### src/rtl/lat_tol_pkg.sv
package lat_tol_pkg;

    typedef enum logic [2:0] {
        TIER_NOREQ    = 3'd0,
        TIER_ACTIVE   = 3'd1,
        TIER_ACT_IDLE = 3'd2,
        TIER_IDLE     = 3'd3,
        TIER_PLATMAX  = 3'd4
    } tier_e;

    typedef struct packed {
        logic [2:0] scale;
        logic [9:0] val;
    } lat_word_t;

    localparam longint FLOOR_NS        = 60000;
    localparam longint ACT_IDLE_MIN_NS = 300000;

    // Smallest scale whose rounded-up value fits in ten bits.
    function automatic lat_word_t enc_ns(input longint ns);
        lat_word_t w;
        longint    unit;
        longint    v;
        w.scale = 3'd5;
        w.val   = 10'd1023;
        for (int s = 5; s >= 0; s--) begin
            unit = longint'(1) << (5 * s);
            v    = (ns + unit - 1) / unit;
            if (v <= 1023) begin
                w.scale = 3'(s);
                w.val   = 10'(v);
            end
        end
        return w;
    endfunction

    function automatic logic [47:0] dec_ns(input lat_word_t w);
        logic [5:0] sh;
        sh = 6'(w.scale) * 6'd5;
        return 48'(w.val) << sh;
    endfunction

endpackage

### src/rtl/lat_tol_tier_fsm.sv
module lat_tol_tier_fsm
    import lat_tol_pkg::*;
#(
    parameter int CNT_W = 16
) (
    input  logic             clk,
    input  logic             rst_n,
    input  logic             link_up_i,
    input  logic             assoc_i,
    input  logic             quiet_i,
    input  logic             busy_i,
    input  logic [CNT_W-1:0] t1_i,
    input  logic [CNT_W-1:0] t2_i,
    output tier_e            tier_o
);
    localparam logic [CNT_W-1:0] ONE = CNT_W'(1);

    tier_e            state_q, state_d;
    logic [CNT_W-1:0] cnt_q, cnt_d;
    logic [CNT_W-1:0] t1_eff, t2_eff;
    logic [CNT_W:0]   cnt_inc;
    logic             hit1, hit2, present;

    assign t1_eff  = (t1_i == '0) ? ONE : t1_i;
    assign t2_eff  = (t2_i == '0) ? ONE : t2_i;
    assign cnt_inc = {1'b0, cnt_q} + {{CNT_W{1'b0}}, 1'b1};
    assign hit1    = cnt_inc >= {1'b0, t1_eff};
    assign hit2    = cnt_inc >= {1'b0, t2_eff};
    assign present = link_up_i && assoc_i;

    always_comb begin
        state_d = state_q;
        cnt_d   = cnt_q;
        if (!present) begin
            state_d = TIER_NOREQ;
            cnt_d   = '0;
        end else if (quiet_i) begin
            state_d = TIER_PLATMAX;
            cnt_d   = '0;
        end else if (busy_i) begin
            state_d = TIER_ACTIVE;
            cnt_d   = '0;
        end else begin
            unique case (state_q)
                TIER_NOREQ, TIER_PLATMAX: begin
                    state_d = TIER_ACTIVE;
                    cnt_d   = '0;
                end
                TIER_ACTIVE: begin
                    if (hit1) begin
                        state_d = TIER_ACT_IDLE;
                        cnt_d   = '0;
                    end else begin
                        cnt_d = cnt_inc[CNT_W-1:0];
                    end
                end
                TIER_ACT_IDLE: begin
                    if (hit2) begin
                        state_d = TIER_IDLE;
                        cnt_d   = '0;
                    end else begin
                        cnt_d = cnt_inc[CNT_W-1:0];
                    end
                end
                TIER_IDLE: begin
                    state_d = TIER_IDLE;
                end
                default: begin
                    state_d = TIER_NOREQ;
                    cnt_d   = '0;
                end
            endcase
        end
    end

    // State register
    always_ff @(posedge clk or negedge rst_n) begin
        if (!rst_n) begin
            state_q <= TIER_NOREQ;
            cnt_q   <= '0;
        end else begin
            state_q <= state_d;
            cnt_q   <= cnt_d;
        end
    end

    // Outputs
    always_comb begin
        tier_o = state_q;
    end

    a_r2_drop_to_noreq: assert property (@(posedge clk) disable iff (!rst_n)
        !present |=> tier_o == TIER_NOREQ);

    a_r3_quiet_platmax: assert property (@(posedge clk) disable iff (!rst_n)
        (present && quiet_i) |=> tier_o == TIER_PLATMAX);

    a_r7_busy_active: assert property (@(posedge clk) disable iff (!rst_n)
        (present && !quiet_i && busy_i) |=> tier_o == TIER_ACTIVE);

    a_r5_act_idle_entry: assert property (@(posedge clk) disable iff (!rst_n)
        (tier_o == TIER_ACT_IDLE && $past(tier_o) != TIER_ACT_IDLE)
            |-> $past(tier_o) == TIER_ACTIVE);

    a_r6_idle_entry: assert property (@(posedge clk) disable iff (!rst_n)
        (tier_o == TIER_IDLE && $past(tier_o) != TIER_IDLE)
            |-> $past(tier_o) == TIER_ACT_IDLE);

endmodule

### src/rtl/lat_tol_select.sv
module lat_tol_select
    import lat_tol_pkg::*;
#(
    parameter lat_word_t W_ACT = 13'h083B,
    parameter lat_word_t W_AI  = 13'h0987
) (
    input  logic      clk,
    input  logic      rst_n,
    input  tier_e     tier_i,
    input  lat_word_t plat_i,
    output lat_word_t sel_word_o,
    output logic      sel_noreq_o
);
    lat_word_t plat_clamped;

    // platform maximum never below the active word
    assign plat_clamped = (dec_ns(plat_i) < dec_ns(W_ACT)) ? W_ACT : plat_i;

    always_comb begin
        sel_word_o  = '0;
        sel_noreq_o = 1'b0;
        unique case (tier_i)
            TIER_NOREQ:              sel_noreq_o = 1'b1;
            TIER_ACTIVE:             sel_word_o  = W_ACT;
            TIER_ACT_IDLE:           sel_word_o  = W_AI;
            TIER_IDLE, TIER_PLATMAX: sel_word_o  = plat_clamped;
            default:                 sel_noreq_o = 1'b1;
        endcase
    end

    a_r10_floor: assert property (@(posedge clk) disable iff (!rst_n)
        !sel_noreq_o |-> dec_ns(sel_word_o) >= 48'(FLOOR_NS));

endmodule

### src/rtl/lat_tol_send_q.sv
module lat_tol_send_q
    import lat_tol_pkg::*;
(
    input  logic      clk,
    input  logic      rst_n,
    input  lat_word_t sel_word_i,
    input  logic      sel_noreq_i,
    input  logic      ready_i,
    output logic      valid_o,
    output lat_word_t word_o,
    output logic      noreq_o
);
    lat_word_t tgt_word_q;
    logic      tgt_noreq_q;
    logic      load;

    assign load = (sel_noreq_i != tgt_noreq_q) || (sel_word_i != tgt_word_q);

    always_ff @(posedge clk or negedge rst_n) begin
        if (!rst_n) begin
            tgt_word_q  <= '0;
            tgt_noreq_q <= 1'b1;
            valid_o     <= 1'b0;
            word_o      <= '0;
            noreq_o     <= 1'b1;
        end else if (load) begin
            tgt_word_q  <= sel_word_i;
            tgt_noreq_q <= sel_noreq_i;
            valid_o     <= 1'b1;
            word_o      <= sel_word_i;
            noreq_o     <= sel_noreq_i;
        end else if (valid_o && ready_i) begin
            valid_o <= 1'b0;
        end
    end

    a_r9_hold_until_ready: assert property (@(posedge clk) disable iff (!rst_n)
        (valid_o && !ready_i) |=> valid_o);

    a_r8_change_raises_valid: assert property (@(posedge clk) disable iff (!rst_n)
        !$stable({word_o, noreq_o}) |-> valid_o);

    a_r2_noreq_zero_word: assert property (@(posedge clk) disable iff (!rst_n)
        noreq_o |-> word_o == '0);

endmodule

### src/rtl/lat_tol_reporter.sv
module lat_tol_reporter
    import lat_tol_pkg::*;
#(
    parameter int     FILL_W      = 8,
    parameter int     CNT_W       = 16,
    parameter longint ACTIVE_NS   = 60000,
    parameter longint ACT_IDLE_NS = 400000
) (
    input  logic              clk,
    input  logic              rst_n,
    input  logic              link_up_i,
    input  logic              assoc_i,
    input  logic              quiet_i,
    input  logic              traffic_i,
    input  logic [FILL_W-1:0] fill_lvl_i,
    input  logic [FILL_W-1:0] fill_thr_i,
    input  logic [12:0]       plat_max_i,
    input  logic [CNT_W-1:0]  act_idle_cyc_i,
    input  logic [CNT_W-1:0]  idle_cyc_i,
    input  logic              rpt_ready_i,
    output logic              rpt_valid_o,
    output logic [12:0]       rpt_word_o,
    output logic              rpt_noreq_o
);
    localparam longint    ACT_NS_EFF = (ACTIVE_NS < FLOOR_NS) ? FLOOR_NS : ACTIVE_NS;
    localparam longint    AI_NS_EFF  = (ACT_IDLE_NS < ACT_IDLE_MIN_NS) ? ACT_IDLE_MIN_NS
                                                                       : ACT_IDLE_NS;
    localparam lat_word_t W_ACT      = enc_ns(ACT_NS_EFF);
    localparam lat_word_t W_AI       = enc_ns(AI_NS_EFF);

    tier_e     tier;
    lat_word_t sel_word, out_word;
    logic      sel_noreq, busy;

    assign busy = traffic_i || (fill_lvl_i >= fill_thr_i);

    lat_tol_tier_fsm #(.CNT_W(CNT_W)) u_fsm (
        .clk       (clk),
        .rst_n     (rst_n),
        .link_up_i (link_up_i),
        .assoc_i   (assoc_i),
        .quiet_i   (quiet_i),
        .busy_i    (busy),
        .t1_i      (act_idle_cyc_i),
        .t2_i      (idle_cyc_i),
        .tier_o    (tier)
    );

    lat_tol_select #(.W_ACT(W_ACT), .W_AI(W_AI)) u_sel (
        .clk         (clk),
        .rst_n       (rst_n),
        .tier_i      (tier),
        .plat_i      (lat_word_t'(plat_max_i)),
        .sel_word_o  (sel_word),
        .sel_noreq_o (sel_noreq)
    );

    lat_tol_send_q u_send (
        .clk         (clk),
        .rst_n       (rst_n),
        .sel_word_i  (sel_word),
        .sel_noreq_i (sel_noreq),
        .ready_i     (rpt_ready_i),
        .valid_o     (rpt_valid_o),
        .word_o      (out_word),
        .noreq_o     (rpt_noreq_o)
    );

    assign rpt_word_o = out_word;

    a_r1_reset_quiet: assert property (@(posedge clk) disable iff (!rst_n)
        $rose(rst_n) |-> !rpt_valid_o);

endmodule

### config.mk
export PLATFORM = sky130hd
export DESIGN_NAME = lat_tol_reporter
export DESIGN_NICKNAME = d
export VERILOG_FILES = /design/src/rtl/lat_tol_pkg.sv /design/src/rtl/lat_tol_tier_fsm.sv /design/src/rtl/lat_tol_select.sv /design/src/rtl/lat_tol_send_q.sv /design/src/rtl/lat_tol_reporter.sv
export SDC_FILE = /design/constraint.sdc
export NUM_CORES = 1
export LEC_CHECK = 0
export CAP_MARGIN = 20
export CORE_UTILIZATION = 55
export DETAILED_ROUTE_END_ITERATION = 6
export PLACE_DENSITY = 0.86
export SLEW_MARGIN = 20
export SYNTH_ARGS = -nofsm -noshare
export SYNTH_HDL_FRONTEND = slang
export SYNTH_SLANG_ARGS = --single-unit
### constraint.sdc
create_clock -name clk -period 8.1 [get_ports clk]
set_clock_uncertainty 0.1 [all_clocks]
set_input_delay 1.62 -clock clk [delete_from_list [all_inputs] [get_ports clk]]
set_output_delay 1.62 -clock clk [all_outputs]
set_load 0.05 [all_outputs]
# [Yosys cells after proc, flatten, opt, wreduce, memory -nomap -nowiden]
# Index checks and enable logic that the tools add are counted.
[totals] in_bits=68 out_inout_bits=15 word_cells=53 ff_bits=34
[classes] n_eq_ne=9 n_addsub=1 mux=19 reduce_logical=12 n_mul=1 n_lt_le_gt_ge=4 shifts=1
[op_table] cell="2-to-1 mux 16 bit" n=7
[op_table] cell="less-than comparator 48 x 16 -> 1 bit, second input constant" n=1
[op_table] cell="case mux 16 bit (3 select lines)" n=1
[op_table] cell="<< shifter 10 x 6 -> 48 bit" n=1
[op_table] cell="case mux 13 bit (3 select lines)" n=1
[op_table] cell="greater-or-equal comparator 17 x 16 -> 1 bit" n=2
[op_table] cell="logical NOT 16 bit" n=2
[op_table] cell="adder 16 x 1 -> 17 bit, second input constant" n=1
[op_table] cell="2-to-1 mux 3 bit" n=5
[op_table] cell="2-to-1 mux 13 bit" n=1
[op_table] cell="!= test 13 bit" n=1
[op_table] cell="case mux 3 bit (4 select lines)" n=1
[op_table] cell="!= test 5 x 4 -> 1 bit, second input constant" n=2
[op_table] cell="greater-or-equal comparator 8 bit" n=1
[op_table] cell="equality test 3 x 2 -> 1 bit, second input constant" n=2
[op_table] cell="multiplier 3 x 3 -> 6 bit, second input constant" n=1
[op_table] cell="!= test 4 bit, second input constant" n=1
[op_table] cell="OR reduction 2 bit" n=2
[op_table] cell="OR reduction 4 bit" n=1
[op_table] cell="equality test 3 x 1 -> 1 bit, second input constant" n=1
[op_table] cell="equality test 3 bit, second input constant" n=1
[op_table] cell="logical NOT 3 bit" n=1
[op_table] cell="2-to-1 mux 1 bit" n=3
[op_table] cell="logical AND 1 bit" n=2
[op_table] cell="4 further kinds" n=5

# [Longest topological paths before layout]
[logic_depth] ltp_word=8 ltp_mapped=17

# [By module]
# A second synthesis with hierarchy kept.
[hier_totals] hier_cells=486 hier_area_um2=4137.7
[by_module_without_submodules] module="lat_tol_tier_fsm" cells_each=234 n_inst=1 seq_area_each_um2=475.5 area_each_um2=1969.4
[by_module_without_submodules] module="lat_tol_select" cells_each=179 n_inst=1 seq_area_each_um2=0.0 area_each_um2=1380.1
[by_module_without_submodules] module="lat_tol_send_q" cells_each=49 n_inst=1 seq_area_each_um2=376.6 area_each_um2=594.3
[by_module_without_submodules] module="lat_tol_reporter" cells_each=24 n_inst=1 seq_area_each_um2=0.0 area_each_um2=193.9

# [Worst setup path after synthesis]
# OpenSTA, ideal clock, no wires.
[synth_timing] kind="input-to-reg" from="in plat_max_i[10]" to="reg u_send.valid_o" path_buffers=2 arrival_time_ns=4.193 setup_ns=0.141 t_required_ns=7.859 slack_ns=3.667 stages=12 cell_sequence="ha_1 > buf_1 > mux4_2 > a221oi_2 > o21ai_1 > or4b_1 > o21ai_2 > and2_1 > buf_6 > o31ai_1 > a2111oi_2 > nand4b_1"
[synth_via] elab_chain_len=8 word_cells_on_any_way=9 cone_classes="1 x mul; 1 x order compare; 1 x eq/ne; 1 x shift; 3 x mux; 2 x reduce/logical"
[synth_rtl] item="from (decl)" line="lat_tol_reporter.sv:17" source="input logic [12:0] plat_max_i,"
[synth_rtl] item="multiplier 3 x 3 -> 6 bit" line="lat_tol_pkg.sv:39" source="sh = 6'(w.scale) * 6'd5;"
[synth_rtl] item="<< shifter 10 x 6 -> 48 bit" line="lat_tol_pkg.sv:40" source="return 48'(w.val) << sh;"
[synth_rtl] item="less-than comparator 48 x 16 -> 1 bit" line="lat_tol_select.sv:17" source="assign plat_clamped = (dec_ns(plat_i) < dec_ns(W_ACT)) ? W_ACT : plat_i;"
[synth_rtl] item="2-to-1 mux 13 bit (*)" line="lat_tol_select.sv:17"
[synth_rtl] item="case mux 13 bit (3 select lines) (*)" line="lat_tol_select.sv:22" source="unique case (tier_i)"
[synth_rtl] item="!= test 13 bit (*)" line="lat_tol_send_q.sv:17" source="assign load = (sel_noreq_i != tgt_noreq_q) || (sel_word_i != tgt_word_q);"
[synth_rtl] item="logical OR 1 bit (*)" line="lat_tol_send_q.sv:17"
[synth_rtl] item="2-to-1 mux 1 bit or nonzero test 2 bit (tied branches)"
[synth_rtl] item="to (signal assigned)" line="lat_tol_send_q.sv:23" source="valid_o <= 1'b0;"
[synth_rtl] item="to (signal assigned)" line="lat_tol_send_q.sv:29" source="valid_o <= 1'b1;"
[synth_rtl] item="to (signal assigned)" line="lat_tol_send_q.sv:33" source="valid_o <= 1'b0;"
[synth_rtl] item="to (decl)" line="lat_tol_send_q.sv:9" source="output logic valid_o,"
# Mark *: on every way between the ends. The rest lies on a longest branch, timed or not.
# A chain may end at the register's enable or synchronous reset.

# [Worst setup path after layout]
# Same ends and word-level chain as after synthesis.

==> impl_metrics.toml <==
[worst_setup_path]
worstPathMaxFanout = 24
required_ns = 8.15
cp-startpoint = "plat_max_i[10]"
regToRegStartpoint = "u_fsm.cnt_q[0]"
criticalPathCategory = "in -> reg"
cp.arrival_ns = 5.53
start_kind = "input port"
critPathCaptureType = "flop"

[route]
antenna_left = 0
post_drt_wl_per_cell_um = 17.6
first_pass_iters = 5
vias = 4267
drt-initial-drc-count = 218
route.final.wire_length_um = 11900
drc = 0
via_per_inst = 6.29

[outcome]
status = "finished clean"

[clock_network]
numCtsBuffers = 5
postCtsSetupBuffers = 0
clkSlewWorstSetupHoldPaths_ns = 0.08
cts_buffer_depth = 2
insertion_delay_ns = 0.29
cts_resized = 0
cts_max_level = 2
cts-root-buf = "clkbuf_8"
holdBufCountCts = 0
cts_sinks = 34
cts_tree = "yes"

[synthesis]
synth.avg_cell_area_um2 = 7.84
syn_area_mm2 = 0.00398
synth_edf_count = 0
ys.flop_type = "dfrtp_1"
synthArstFlopShare = 1.00
ys_seq_area_frac = 0.214
syn_nets = 620
syn_inst = 508
yosys_register_bits = 34
synth_warnings = 0
synth_cell_types = 68

[hold_path]
min_path_type = "reg -> reg"
hold_start = "u_fsm.cnt_q[12]"

[power_and_ir_drop]
powerDensity_mw_per_mm2 = 102
power.internal_uw = 328
p_clk_frac = 0.269
p_comb_frac = 0.367
vdd_drop_max_v = 0.000101
p_switching_uw = 175
switching_share = 0.347
seqPwrFrac = 0.365
p_leak_uw = 0.00240

[sta]
tns_ns = 0
finalHoldViolCount = 0
worst_pin_slew_ns = 1.11
finalSetupViolCount = 0
grt_setup_unrepaired = "no"
final_period_minus_worst_setup_slack_ns = 5.48
fmax_mhz = 182
maxSlewViolCount = 0
period_share = 0.677
relSlewSlack = 0.260

[floorplan]
die_x_um = 87.1
coreArea_mm2 = 0.00691
start_util = 0.577
die_area_mm2 = 0.00759
placementRows = 30
io_pins = 83
die_y_um = 87.1

[placement]
place_area_mm2 = 0.00485
place.detailed.hpwl_um = 9430
io_buffers = 82
routabilityCongestion = 0.922

[global_route]
grt_pass1_vias = 4127
grt.total_usage = 0.325
antenna_found_initial = 0
grt_pass1_wl_um = 19100
gr-total-overflow = 0
grt_max_degree = 35

[cells_and_area]
area_growth_pct = 24.1
layout_commonest_cell = "clkdlybuf4s50_1"
finalNetCount = 693
drive_gt1_frac = 0.0378
mostFrequentLayoutCells = "clkdlybuf4s50_1, inv_1, nand2_1, ha_1, dfrtp_1"
nFillCells = 533
antenna_cells = 0
fin_area_mm2 = 0.00494

[job]
drv_cap = 0
## cell usage after synthesis, types with 17 or more instances
cell       n  area [um2]
o21ai_0   27         135
a21oi_1   26         130
ha_1      44         551
dfrtp_1   33         826
nor2_1    25        93.8
a21o_1    18         135
nand2_1   49         184
nand3_1   17        85.1
nand2b_1  24         150
inv_1     50         188
## critical path: stages
cell             delay (ns)
clkdlybuf4s50_1        0.79
buf_4                  0.35
mux2_2                 0.41
mux2_4                 0.29
o41ai_1                0.25
a21oi_1                0.12
or4b_1                 0.57
o21ai_2                0.19
and2_1                 0.29
o31ai_1                0.13
a2111oi_2              0.36
nand4b_1               0.15
## power groups by stage
stage                     sequential [uW]  combinational, uW  clock (uW)
after floorplan                       200               91.7           0
after global placement                186                179           0
after detailed placement              186                181           0
after CTS                             183                182         135
after global routing                  184                200         140
final                                 183                184         135
## per-layer routing
metal | global-route usage | vias up | share of wire
li1 | - | 2010 | -
met1 | 0.379 | 1990 | 0.39
met2 | 0.592 | 214 | 0.50
met3 | 0.0521 | 53 | 0.064
met4 | 0.131 | 0 | 0.039
met5 | 0 | - | 0
## registers in the layout, indices dropped and copies added (netlist names)
| signal | count |
|---|---|
| u_fsm.cnt_q | 16 |
| u_send.valid_o | 1 |
| u_send.noreq_o | 1 |
| u_send.word_o | 13 |
| u_fsm.tier_o | 3 |
## kinds of logic (layout without fill, tap and decap cells)
| group | Yosys count | after routing | share of synthesized area |
|---|---|---|---|
| flip-flops | 34 | 34 | 0.214 |
| XOR/XNOR | 15 | 15 | 0.0330 |
| AO/OA/AOI/OAI | 144 | 144 | 0.255 |
| multiplexers | 14 | 14 | 0.0449 |
| AND/OR/NAND/NOR | 189 | 189 | 0.246 |
| adder cells (fa/ha/maj) | 44 | 44 | 0.138 |
| buffers and inverters | 68 | 142 | 0.0688 |
## worst paths after layout
path                                   end  slack (ns)  cells after the start
min in group asynchronous   u_send.valid_o        1.64                      2
min reg2reg                u_fsm.cnt_q[12]        0.44                      2
min                        u_fsm.cnt_q[12]        0.44                      2
max reg2reg                u_fsm.cnt_q[11]        3.98                     16
max in group asynchronous   u_send.noreq_o        5.93                      2
max                         u_send.valid_o        2.62                     12
## cell type report
type / instances / area, um2 / area share
multi-input cells: 406 / 2860 / 0.578
flip-flops and latches: 34 / 852 / 0.172
repair buffers: 84 / 836 / 0.169
inverters: 50 / 188 / 0.0380
well taps: 96 / 120 / 0.0243
clock buffers: 7 / 86.3 / 0.0175
clock inverters: 1 / 5.00 / 0.00101
## stage by stage
step                      hold slack, ns  setup WS [ns]  cells  power, uW   util
after floorplan                    0.387           3.67    508        292      -
after global placement             0.405           2.45    670        365  0.703
after detailed placement           0.417           2.33    670        367  0.703
after CTS                          0.441           2.64    678        500  0.716
after global routing               0.468           2.37    678        524  0.716
final                              0.441           2.62    678        502  0.716
No activity file was read; power rests on OpenSTA's default activity.
